<file path="src/rtl/eth_txser_pkg.sv">
package eth_txser_pkg;

    typedef enum logic [2:0] {
        ST_IDLE,
        ST_PRE,
        ST_DATA,
        ST_FCS,
        ST_JAM
    } tx_state_e;

    typedef enum logic [1:0] {
        END_NONE,
        END_DONE,
        END_ABORT,
        END_UNDER
    } tx_end_e;

    localparam int          FCS_BITS = 32;
    localparam logic [31:0] CRC_POLY = 32'h04C11DB7;
    localparam logic [31:0] CRC_SEED = 32'hFFFF_FFFF;

    function automatic logic [31:0] crc_step(input logic [31:0] c, input logic b);
        logic fb;
        fb = c[31] ^ b;
        return {c[30:0], 1'b0} ^ (fb ? CRC_POLY : 32'h0);
    endfunction

    function automatic int max2(input int a, input int b);
        return (a > b) ? a : b;
    endfunction

endpackage

</file>
<file path="src/rtl/txs_crc32.sv">
module txs_crc32
    import eth_txser_pkg::*;
(
    input  logic clk,
    input  logic rst,
    input  logic init_i,
    input  logic feed_i,
    input  logic bit_i,
    input  logic drain_i,
    output logic msb_o
);

    logic [31:0] crc_q;

    always_ff @(posedge clk) begin
        if (rst || init_i) begin
            crc_q <= CRC_SEED;
        end else if (feed_i) begin
            crc_q <= crc_step(crc_q, bit_i);
        end else if (drain_i) begin
            crc_q <= {crc_q[30:0], 1'b0};
        end
    end

    assign msb_o = crc_q[31];

endmodule

</file>
<file path="src/rtl/txs_ctrl.sv">
module txs_ctrl
    import eth_txser_pkg::*;
#(
    parameter int W        = 8,
    parameter int PRE_BITS = 62,
    parameter int JAM_BITS = 32
) (
    input  logic         clk,
    input  logic         rst,
    input  logic         start_i,
    input  logic         col_i,
    input  logic [W-1:0] fifo_data_i,
    input  logic         fifo_last_i,
    input  logic         fifo_empty_i,
    output logic         fifo_rd_o,
    input  logic         crc_msb_i,
    output logic         crc_init_o,
    output logic         crc_feed_o,
    output logic         crc_bit_o,
    output logic         crc_drain_o,
    output logic         txd_o,
    output logic         tx_en_o,
    output logic         done_o,
    output logic         aborted_o,
    output logic         underrun_o
);

    localparam int CNT_W = $clog2(max2(max2(PRE_BITS + 2, JAM_BITS), max2(FCS_BITS, W)));
    localparam logic [CNT_W-1:0] PRE_LAST  = CNT_W'(PRE_BITS + 1);
    localparam logic [CNT_W-1:0] PRE_ALT   = CNT_W'(PRE_BITS);
    localparam logic [CNT_W-1:0] BYTE_LAST = CNT_W'(W - 1);
    localparam logic [CNT_W-1:0] FCS_LAST  = CNT_W'(FCS_BITS - 1);
    localparam logic [CNT_W-1:0] JAM_LAST  = CNT_W'(JAM_BITS - 1);

    tx_state_e      state_q;
    tx_end_e        end_q;
    logic [CNT_W-1:0] cnt_q;
    logic [W-1:0]   sh_q;
    logic           last_q;
    logic           col_pend_q;
    logic           col_any;
    logic           load;

    assign col_any = col_pend_q | col_i;

    always_comb begin
        load = 1'b0;
        if (state_q == ST_PRE && cnt_q == PRE_LAST && !col_any && !fifo_empty_i)
            load = 1'b1;
        if (state_q == ST_DATA && cnt_q == BYTE_LAST && !last_q && !col_i && !fifo_empty_i)
            load = 1'b1;
    end

    assign fifo_rd_o   = load;
    assign tx_en_o     = (state_q != ST_IDLE);
    assign crc_init_o  = (state_q == ST_IDLE) && start_i;
    assign crc_feed_o  = (state_q == ST_DATA);
    assign crc_bit_o   = sh_q[0];
    assign crc_drain_o = (state_q == ST_FCS);

    always_comb begin
        unique case (state_q)
            ST_PRE:  txd_o = (cnt_q >= PRE_ALT) ? 1'b1 : ~cnt_q[0];
            ST_DATA: txd_o = sh_q[0];
            ST_FCS:  txd_o = ~crc_msb_i;
            ST_JAM:  txd_o = 1'b1;
            default: txd_o = 1'b0;
        endcase
    end

    assign done_o     = (end_q == END_DONE);
    assign aborted_o  = (end_q == END_ABORT);
    assign underrun_o = (end_q == END_UNDER);

    always_ff @(posedge clk) begin
        if (rst) begin
            state_q    <= ST_IDLE;
            end_q      <= END_NONE;
            cnt_q      <= '0;
            sh_q       <= '0;
            last_q     <= 1'b0;
            col_pend_q <= 1'b0;
        end else begin
            end_q <= END_NONE;
            unique case (state_q)
                ST_IDLE: begin
                    if (start_i) begin
                        state_q    <= ST_PRE;
                        cnt_q      <= '0;
                        col_pend_q <= 1'b0;
                    end
                end
                ST_PRE: begin
                    if (col_i) col_pend_q <= 1'b1;
                    if (cnt_q == PRE_LAST) begin
                        cnt_q <= '0;
                        if (col_any) begin
                            state_q <= ST_JAM;
                        end else if (fifo_empty_i) begin
                            state_q <= ST_IDLE;
                            end_q   <= END_UNDER;
                        end else begin
                            state_q <= ST_DATA;
                            sh_q    <= fifo_data_i;
                            last_q  <= fifo_last_i;
                        end
                    end else begin
                        cnt_q <= cnt_q + 1'b1;
                    end
                end
                ST_DATA: begin
                    if (col_i) begin
                        state_q <= ST_JAM;
                        cnt_q   <= '0;
                    end else if (cnt_q == BYTE_LAST) begin
                        cnt_q <= '0;
                        if (last_q) begin
                            state_q <= ST_FCS;
                        end else if (fifo_empty_i) begin
                            state_q <= ST_IDLE;
                            end_q   <= END_UNDER;
                        end else begin
                            sh_q   <= fifo_data_i;
                            last_q <= fifo_last_i;
                        end
                    end else begin
                        cnt_q <= cnt_q + 1'b1;
                        sh_q  <= sh_q >> 1;
                    end
                end
                ST_FCS: begin
                    if (col_i) begin
                        state_q <= ST_JAM;
                        cnt_q   <= '0;
                    end else if (cnt_q == FCS_LAST) begin
                        state_q <= ST_IDLE;
                        end_q   <= END_DONE;
                    end else begin
                        cnt_q <= cnt_q + 1'b1;
                    end
                end
                ST_JAM: begin
                    if (cnt_q == JAM_LAST) begin
                        state_q <= ST_IDLE;
                        end_q   <= END_ABORT;
                    end else begin
                        cnt_q <= cnt_q + 1'b1;
                    end
                end
                default: state_q <= ST_IDLE;
            endcase
        end
    end


    txen_first_bit_chk: assert property (@(posedge clk) disable iff (rst)
        $rose(tx_en_o) |-> (txd_o && $past(start_i)));


    rd_not_empty_chk: assert property (@(posedge clk) disable iff (rst)
        fifo_rd_o |-> !fifo_empty_i);


    done_after_line_chk: assert property (@(posedge clk) disable iff (rst)
        done_o |-> (!tx_en_o && $past(tx_en_o)));


    col_to_jam_chk: assert property (@(posedge clk) disable iff (rst)
        ((state_q == ST_DATA || state_q == ST_FCS) && col_i) |=> (state_q == ST_JAM));


    abort_after_ones_chk: assert property (@(posedge clk) disable iff (rst)
        aborted_o |-> ($past(txd_o) && $past(tx_en_o)));


    status_onehot_chk: assert property (@(posedge clk) disable iff (rst)
        $onehot0({done_o, aborted_o, underrun_o}));


    status_pulse_chk: assert property (@(posedge clk) disable iff (rst)
        (done_o || aborted_o || underrun_o) |=> !(done_o || aborted_o || underrun_o));

endmodule

</file>
<file path="src/rtl/eth_tx_serializer.sv">
module eth_tx_serializer
    import eth_txser_pkg::*;
#(
    parameter int W        = 8,
    parameter int PRE_BITS = 62,
    parameter int JAM_BITS = 32
) (
    input  logic         clk,
    input  logic         rst,
    input  logic         start_i,
    input  logic         col_i,
    input  logic [W-1:0] fifo_data_i,
    input  logic         fifo_last_i,
    input  logic         fifo_empty_i,
    output logic         fifo_rd_o,
    output logic         txd_o,
    output logic         tx_en_o,
    output logic         done_o,
    output logic         aborted_o,
    output logic         underrun_o
);

    logic crc_init, crc_feed, crc_bit, crc_drain, crc_msb;

    txs_ctrl #(
        .W        (W),
        .PRE_BITS (PRE_BITS),
        .JAM_BITS (JAM_BITS)
    ) ctrl_i (
        .clk          (clk),
        .rst          (rst),
        .start_i      (start_i),
        .col_i        (col_i),
        .fifo_data_i  (fifo_data_i),
        .fifo_last_i  (fifo_last_i),
        .fifo_empty_i (fifo_empty_i),
        .fifo_rd_o    (fifo_rd_o),
        .crc_msb_i    (crc_msb),
        .crc_init_o   (crc_init),
        .crc_feed_o   (crc_feed),
        .crc_bit_o    (crc_bit),
        .crc_drain_o  (crc_drain),
        .txd_o        (txd_o),
        .tx_en_o      (tx_en_o),
        .done_o       (done_o),
        .aborted_o    (aborted_o),
        .underrun_o   (underrun_o)
    );

    txs_crc32 crc_i (
        .clk     (clk),
        .rst     (rst),
        .init_i  (crc_init),
        .feed_i  (crc_feed),
        .bit_i   (crc_bit),
        .drain_i (crc_drain),
        .msb_o   (crc_msb)
    );

endmodule

</file>
<file path="config.mk">
export PLATFORM = sky130hd
export DESIGN_NAME = eth_tx_serializer
export DESIGN_NICKNAME = d
export VERILOG_FILES = /design/src/rtl/eth_txser_pkg.sv /design/src/rtl/txs_crc32.sv /design/src/rtl/txs_ctrl.sv /design/src/rtl/eth_tx_serializer.sv
export SDC_FILE = /design/constraint.sdc
export NUM_CORES = 1
export LEC_CHECK = 0
export BUFFER_PORTS_ARGS = -buffer_cell sky130_fd_sc_hd__buf_4
export CAP_MARGIN = 20
export CORE_ASPECT_RATIO = 0.5
export CORE_UTILIZATION = 50
export DETAILED_ROUTE_END_ITERATION = 12
export PLACE_DENSITY = 0.7
export SYNTH_ARGS = -nofsm -noshare
export SYNTH_HDL_FRONTEND = slang
export SYNTH_SLANG_ARGS = --single-unit
</file>
<file path="constraint.sdc">
create_clock -name clk -period 2.6 [get_ports clk]
set_input_delay 0.26 -clock clk [delete_from_list [all_inputs] [get_ports clk]]
set_output_delay 0.26 -clock clk [all_outputs]
set_load 0.05 [all_outputs]
</file>
Word level (Yosys, flattened, before mapping)
Index checks and enable logic that the tools add are counted.
Operators by class
  add/sub/neg operators: 1
  magnitude comparators: 1
  eq/ne operators: 20
  mux-type cells: 53
  bitwise operators: 5
  reduce and logical (&&, ||, !) cells: 24
Operators with widths (count)
  32-bit two-way mux: 2
  8-bit two-way mux: 6
  6-bit two-way mux: 6
  32-bit XOR: 1
  6-bit case mux with 5 select lines: 1
  27-bit two-way mux: 1
  3-bit two-way mux: 9
  2-bit two-way mux: 9
  8-bit case mux with 2 select lines: 1
  3-bit case mux with 5 select lines: 1
  1-bit two-way mux: 13
  2-bit != test, second input constant: 6
  1-bit logical AND: 8
  2-bit case mux with 4 select lines: 1
  6-bit by 1-bit adder with 6-bit output, second input constant: 1
  3-bit by 2-bit == test with 1-bit output, second input constant: 2
  6-bit by 3-bit == test with 1-bit output, second input constant: 1
  6-bit by 5-bit == test with 1-bit output, second input constant: 1
  6-bit == test, second input constant: 1
  6-bit greater-or-equal comparator, second input constant: 1
  6-bit AND reduction: 1
  2-bit nonzero test: 3
  5-bit AND reduction: 1
  5-bit nonzero test: 1
  other kinds (20): 26
Storage, ports and cells
  flip-flop bits (word level): 53
  input bits: 14
  output and inout bits: 6
  logic and storage cells: 111

Logic depth before layout (Yosys ltp)
Gate-level depths: netlist (run 1).
  depth in word-level cells: 6
  depth in mapped cells: 7

Modules after synthesis
Synthesis (run 1) repeated with hierarchy kept, for this count alone.
Unflattened totals
  cells, all modules: 333
  area, all modules: 2753.9 um2
By module, submodules not included
  txs_ctrl: instances 1, cells an instance 190, area an instance 1467.7 um2
  txs_crc32: instances 1, cells an instance 143, area an instance 1286.2 um2

Least setup slack after synthesis (run 1)
OpenSTA, ideal clock, no wires.
  path type: reg-to-output
  start: reg ctrl_i.cnt_q[4]
  end: out txd_o
  arrival time: 1.972 ns
  required time: 2.340 ns
  path slack: 0.368 ns
  stages on the path, launching flop included: 6
  path buffers: 1
  cells stage by stage: dfxtp_1 buf_4 nand4_2 o211ai_1 a32oi_1 o21ai_0
Between the ends
  cells in the longest elaborated chain, start to end: 3
RTL lines
  start: declaration: line txs_ctrl.sv:37  | logic [CNT_W-1:0] cnt_q;
  start signal: assignment: line txs_ctrl.sv:108  | cnt_q <= cnt_q + 1'b1;
  start signal: assignment: line txs_ctrl.sv:127  | cnt_q <= cnt_q + 1'b1;
  start signal: assignment: line txs_ctrl.sv:139  | cnt_q <= cnt_q + 1'b1;
  6-bit greater-or-equal comparator: line txs_ctrl.sv:63  | ST_PRE: txd_o = (cnt_q >= PRE_ALT) ? 1'b1 : ~cnt_q[0];
  1-bit two-way mux: line txs_ctrl.sv:63
  1-bit case mux with 4 select lines: line txs_ctrl.sv:62  | unique case (state_q)
  end: declaration: line eth_tx_serializer.sv:16  | output logic txd_o,
No other way between the ends.

Worst setup path in the final report (run 1)
  start: reg ctrl_i.state_q[0]
  end: out fifo_rd_o
Between the ends
  cells in the longest elaborated chain, start to end: 6
  elaborated cells on any way between the ends: 11
  those cells by class: 2 x eq/ne; 2 x mux; 7 x reduce/logical
RTL lines
  start: declaration: line txs_ctrl.sv:35  | tx_state_e state_q;
  start signal: assignment: line txs_ctrl.sv:77  | state_q <= ST_IDLE;
  start signal: assignment: line txs_ctrl.sv:88  | state_q <= ST_PRE;
  start signal: assignment: line txs_ctrl.sv:98  | state_q <= ST_JAM;
  3-bit by 1-bit == test with 1-bit output / 3-bit by 2-bit == test with 1-bit output (equally long branches): line txs_ctrl.sv:48, txs_ctrl.sv:50
  1-bit logical AND, on equally long branches (3 in a row): line txs_ctrl.sv:48, txs_ctrl.sv:50
  1-bit two-way mux / 1-bit logical AND (equally long branches): line txs_ctrl.sv:48, txs_ctrl.sv:50
  1-bit two-way mux (*): line txs_ctrl.sv:50  | if (state_q == ST_DATA && cnt_q == BYTE_LAST && !last_q && !col_i && !fifo_empty_i)
  end: declaration: line eth_tx_serializer.sv:15  | output logic fifo_rd_o,
Mark *: on every way between the ends. The rest lies on a longest branch, timed or not.

==> results.toml, run 1 <==
[sta]
rsz0062_at_grt = "no"
setup_viol = 0
setup_tns_ns = 0
max-slew-margin-rel_pct = 58.04
fin_crit_ns = 2.402
fmax_mhz = 416.4
final-max-slew-violation-count = 0
worstMarginPinSlew_ns = 0.6280
fin_crit_sh_pct = 92.37
hold_viol = 0
clock_skew_ns = 0.006800

[die]
start_util_pct = 53.49
die_y_um = 54.18
ios = 20
die_w_um = 106.4
core-area_mm2 = 0.005090
die_area_mm2 = 0.005762
rows = 18

[synthesis]
avgSynthCellArea_um2 = 8.535
synthArstFlopShare_pct = 0
ys_ff_latch = 53
netlist_instances = 319
ys_seq_area_share_pct = 38.97
ys_warn_count = 0
syn_nets = 335
ys.flop_type = "dfxtp_1"
netlist_area_mm2 = 0.002723
synth_edf_count = 0
ys_types = 55

[route]
antenna_left = 0
vias = 2240
wl_per_cell_um = 13.68
dr.pass1.iters = 4
wirelength_mm = 5.405
vias_per_cell = 5.671
drt_iter0_markers = 70
route.detailed.drc = 0

[worst_setup_path]
worstSetupPathType = "reg -> out"
r2r_cells = 4
r2r-start = "ctrl_i.state_q[2]"
r2r_end = "ctrl_i.cnt_q[5]"
crit_path_start_kind = "flip-flop"
path_max_fanout = 18
required_ns = 2.34
rrSetupSlack_ns = 0.48
end_kind = "primary output"
critical_path_arrival_ns = 2.14

[global_routing]
grt_max_degree = 46
grtUsageTotal_pct = 19.85
antenna_found_initial = 0
grt_pass1_vias = 1888
grt_pass1_wl_mm = 8.859
grt_overflow_total = 0

[cells_and_area]
multi_input_area_mm2 = 0.001525
nets = 340
final_cell_mix = "54 x nand2_1, 52 x dfxtp_1, 24 x nand3_1, 23 x buf_4"
num_antenna_cells = 0
instances_no_fill = 395
final_common_cell = "nand2_1"
fill_cells = 471
finalInstanceArea_mm2 = 0.002967
seqCellArea_mm2 = 0.001062
drive_above_1_share_pct = 13.23
area_growth_syn_to_layout_pct = 8.962

[pwr]
power.leakage_nw = 1.250
power_mw = 2.559
powerDensity_mw_per_mm2 = 862.7
vdd_ir_drop_max_mv = 0.3096

[clock_network]
cts_setup_buffers = 0
path_clk_slew_ns = 0.10
htree_levels = 2
clk_latency_ns = 0.32
cts_made_buffers = 5
cts_resized = 0
cts_root_buf = "clkbuf_8"
clock_path_buffers = 2
cts.sinks = 53
cts_tree = "built"
cts.hold.buffers_added = 0

[hold_path]
hold_end = "ctrl_i.sh_q[7]"
hold_depth = 3
hp-start = "fifo_data_i[7]"
hold_path_class = "in -> reg"

[placed_design]
hpwlAfterDp_mm = 3.547
port_buffers = 19
dp_cells = 387
place_area_mm2 = 0.002865
routabilityCongestion = 0.8533

[run]
drv_cap = 0

[run_status]
outcome = "finished, final reports clean"
==> worst max-delay path: stages, from the launching register on <==
cell	delay [ns]
dfxtp_1	0.50
or4b_1	0.63
nor4_1	0.27
nor2_1	0.11
nor2_1	0.11
buf_4	0.20
==> synth_stat cells (3+ instances only) <==
cell	count	area (um^2)
and3_1	3	18.77
inv_1	5	18.77
buf_2	4	20.02
o31ai_1	3	22.52
or3_1	5	31.28
dfxtp_1	53	1061
o211ai_1	14	105.1
nand3_1	24	120.1
nor2_1	10	37.54
mux2i_1	7	70.07
buf_4	4	30.03
nor3b_1	3	22.52
nor3_1	5	25.02
a211oi_1	3	22.52
a21oi_1	9	45.04
o21bai_1	3	22.52
nand2b_1	10	62.56
nor4_1	6	37.54
nand2_1	54	202.7
nor2b_1	12	75.07
clkbuf_1	16	60.06
o21ai_0	6	30.03
o32ai_1	10	87.58
xor2_1	14	122.6
==> power breakdown <==
| group | internal [mW] | total, mW | switching [mW] |
|---|---|---|---|
| combinational | 0.377 | 0.962 | 0.585 |
| clock | 0.222 | 0.510 | 0.288 |
| sequential | 0.943 | 1.09 | 0.144 |
==> area by class of cell <==
type | instances | share of cell area [%]
well taps | 70 | 2.952
clock buffers | 6 | 2.784
flip-flops and latches | 53 | 35.81
multi-input cells | 236 | 51.41
clock inverters | 2 | 0.5905
inverters | 5 | 0.6326
repair buffers | 23 | 5.820
==> kinds of logic (layout without fill, tap and decap cells) <==
kind of cell,Yosys count,after routing,synth area share (%)
compound gates,66,66,18.84
xor+xnor,15,15,4.826
fa+ha+maj,2,2,0.9190
buf+inv,30,36,5.147
flops,53,53,38.97
mux,7,7,2.574
simple gates,146,146,28.72
==> routing by layer <==
layer | GRT usage [%] | wire (um)
met5 | 0 | 0
met4 | 7.639 | 65
met3 | 5.448 | 306
met2 | 32.25 | 2426
met1 | 25.64 | 2606
==> worst max-delay path by stage <==
stage	from	slack, ns	cells after the start	to
final	ctrl_i.state_q[0]	0.20	5	fifo_rd_o
after global routing	ctrl_i.state_q[2]	0.07	5	fifo_rd_o
after CTS	ctrl_i.state_q[1]	0.10	5	fifo_rd_o
after detailed placement	ctrl_i.state_q[1]	0.41	4	ctrl_i.sh_q[7]
after global placement	ctrl_i.state_q[1]	0.52	4	ctrl_i.sh_q[7]
after floorplan	ctrl_i.cnt_q[4]	0.37	5	txd_o
==> sequential cells by signal (all words and copies together) (netlist names) <==
register / cells
ctrl_i.state_q: 3
ctrl_i.sh_q: 8
crc_i.crc_q: 32
ctrl_i.last_q: 1
ctrl_i.end_q: 2
ctrl_i.cnt_q: 6
ctrl_i.col_pend_q: 1
==> per-stage QoR <==
| step | hold slack (ns) | setup WS (ns) | utilization (%) |
|---|---|---|---|
| finish | 0.2259 | 0.1983 | 58.28 |
| global placement | 0.4474 | 0.5169 | 56.29 |
| CTS | 0.2247 | 0.1044 | 58.26 |
| floorplan | 0.4227 | 0.3684 | - |
| global route | 0.2386 | 0.07353 | 58.28 |
| detailed placement | 0.4542 | 0.4107 | 56.29 |
No activity file was read; power rests on OpenSTA's default activity.
==> run 2, diff against run 1 <==
==> constraint.sdc (replaced) <==
create_clock -name clk -period 2.6 [get_ports clk]
set_input_delay 0.13 -clock clk [delete_from_list [all_inputs] [get_ports clk]]
set_output_delay 0.13 -clock clk [all_outputs]
set_load 0.05 [all_outputs]
==> run 2 against run 1 <==
First-iteration DRC count up 34%. Critical path depth unchanged. Clock skew hardly changed. Final area increased by 0.51%. Flip-flop and latch count did not move. Routed wire length up 2.8%. Sequential share of layout area shrank 0.22 points. Highest routed layer unchanged.
==> results.toml, run 2 (synthesis results as in run 1) <==
[run]
drv_cap = 0

[run_status]
outcome = "finished, final reports clean"

[route]
wl_per_cell_um = 14.07
dr.pass1.iters = 4
vias = 2247
antenna_left = 0
drt_iter0_markers = 94
wirelength_mm = 5.557
vias_per_cell = 5.689
route.detailed.drc = 0

[worst_setup_path]
worstSetupPathType = "reg -> out"
crit_path_start_kind = "flip-flop"
critical_path_arrival_ns = 2.25
path_max_fanout = 19
required_ns = 2.47
end_kind = "primary output"

[sta]
hold_viol = 0
fin_crit_sh_pct = 91.53
max-slew-margin-rel_pct = 56.87
setup_viol = 0
worstMarginPinSlew_ns = 0.6455
fin_crit_ns = 2.380
clock_skew_ns = 0.007049
rsz0062_at_grt = "no"
fmax_mhz = 420.2
finalWorstSetupSlack_ns = 0.2201
final-max-slew-violation-count = 0
hold_ws_ns = 0.1162
setup_tns_ns = 0

[placed_design]
routabilityCongestion = 0.8580
port_buffers = 19
hpwlAfterDp_mm = 3.737
place_ws_ns = 0.4345

[global_routing]
grt_overflow_total = 0
grt_pass1_vias = 1981
grt_pass1_wl_mm = 9.149
grt_max_degree = 46
antenna_found_initial = 0
grtUsageTotal_pct = 20.68

[clock_network]
cts.hold.buffers_added = 0
clk_latency_ns = 0.31
path_clk_slew_ns = 0.10
cts_resized = 0
cts_tree = "built"
clock_path_buffers = 2
htree_levels = 2
cts_setup_buffers = 0
cts_root_buf = "clkbuf_8"
cts.sinks = 53
cts_made_buffers = 5

[die]
ios = 20
die_y_um = 54.18
core-area_mm2 = 0.005090
die_area_mm2 = 0.005762
die_w_um = 106.4
start_util_pct = 53.49
rows = 18

[cells_and_area]
fin_util_pct = 58.58
final_common_cell = "nand2_1"
num_antenna_cells = 0
largest_reg_flops = 32
nets = 340
area_growth_syn_to_layout_pct = 9.513
final_cell_mix = "54 x nand2_1, 53 x dfxtp_1, 24 x nand3_1, 23 x buf_4"
top_register = "crc_i.crc_q"
drive_above_1_share_pct = 12.92
top_regs = "crc_i.crc_q x32, ctrl_i.sh_q x8, ctrl_i.cnt_q x6"

[hold_path]
hold_path_class = "in -> reg"

[pwr]
power_mw = 2.635
vdd_ir_drop_max_mv = 0.3937
power.leakage_nw = 1.257
powerDensity_mw_per_mm2 = 883.7
## run 2: cell count changes in the layout (fill, tap and decap cells not counted)
| cell | before | now |
|---|---|---|
| bufinv_16 | 0 | 1 |
| clkbuf_8 | 6 | 5 |
| clkinv_4 | 1 | 0 |
| dfxtp_1 | 52 | 53 |
| dfxtp_2 | 1 | 0 |
| inv_6 | 1 | 2 |
## run 2: area by class of cell
class	count	area (um^2)
Fill cell	470	2108
Multi-Input combinational cell	236	1525
Sequential cell	53	1061
Timing Repair Buffer	23	172.7
Tap cell	70	87.58
Clock buffer	5	68.82
Clock inverter	3	47.55
Inverter	5	18.77
## run 2: worst max-delay path, cell delays in order, from the launching register on
cell and delay [ns]:
dfxtp_1 0.67, or4b_1 0.56, nor4_1 0.32, nor2_1 0.09, nor2_1 0.10, buf_4 0.20
## run 2: metal layers
metal  GRT usage, %  vias to the layer above  share of wire, %
li1               -                     1145                 -
met1          25.31                     1051                47
met2          37.66                       46                47
met3          5.085                        5               5.0
met4          4.861                        0              0.56
met5              0                        -                 0
## run 2: final timing paths
path / startpoint / endpoint / slack [ns] / cells past startpoint
max: ctrl_i.state_q[1] / fifo_rd_o / 0.22 / 5
max reg2reg: ctrl_i.state_q[1] / ctrl_i.sh_q[7] / 0.39 / 4
min: fifo_data_i[7] / ctrl_i.sh_q[7] / 0.12 / 3
min reg2reg: crc_i.crc_q[13] / crc_i.crc_q[14] / 0.47 / 2
## run 2: through the flow
step	cell area (um^2)	instances
final	2982	395
after global routing	2982	395
after CTS	2982	395
after detailed placement	2865	387
after global placement	2865	387
after floorplan	2723	319
## run 2: power by group
| group | internal [mW] | switching, mW |
|---|---|---|
| Sequential | 0.942 | 0.141 |
| Clock | 0.294 | 0.289 |
| Combinational | 0.376 | 0.593 |
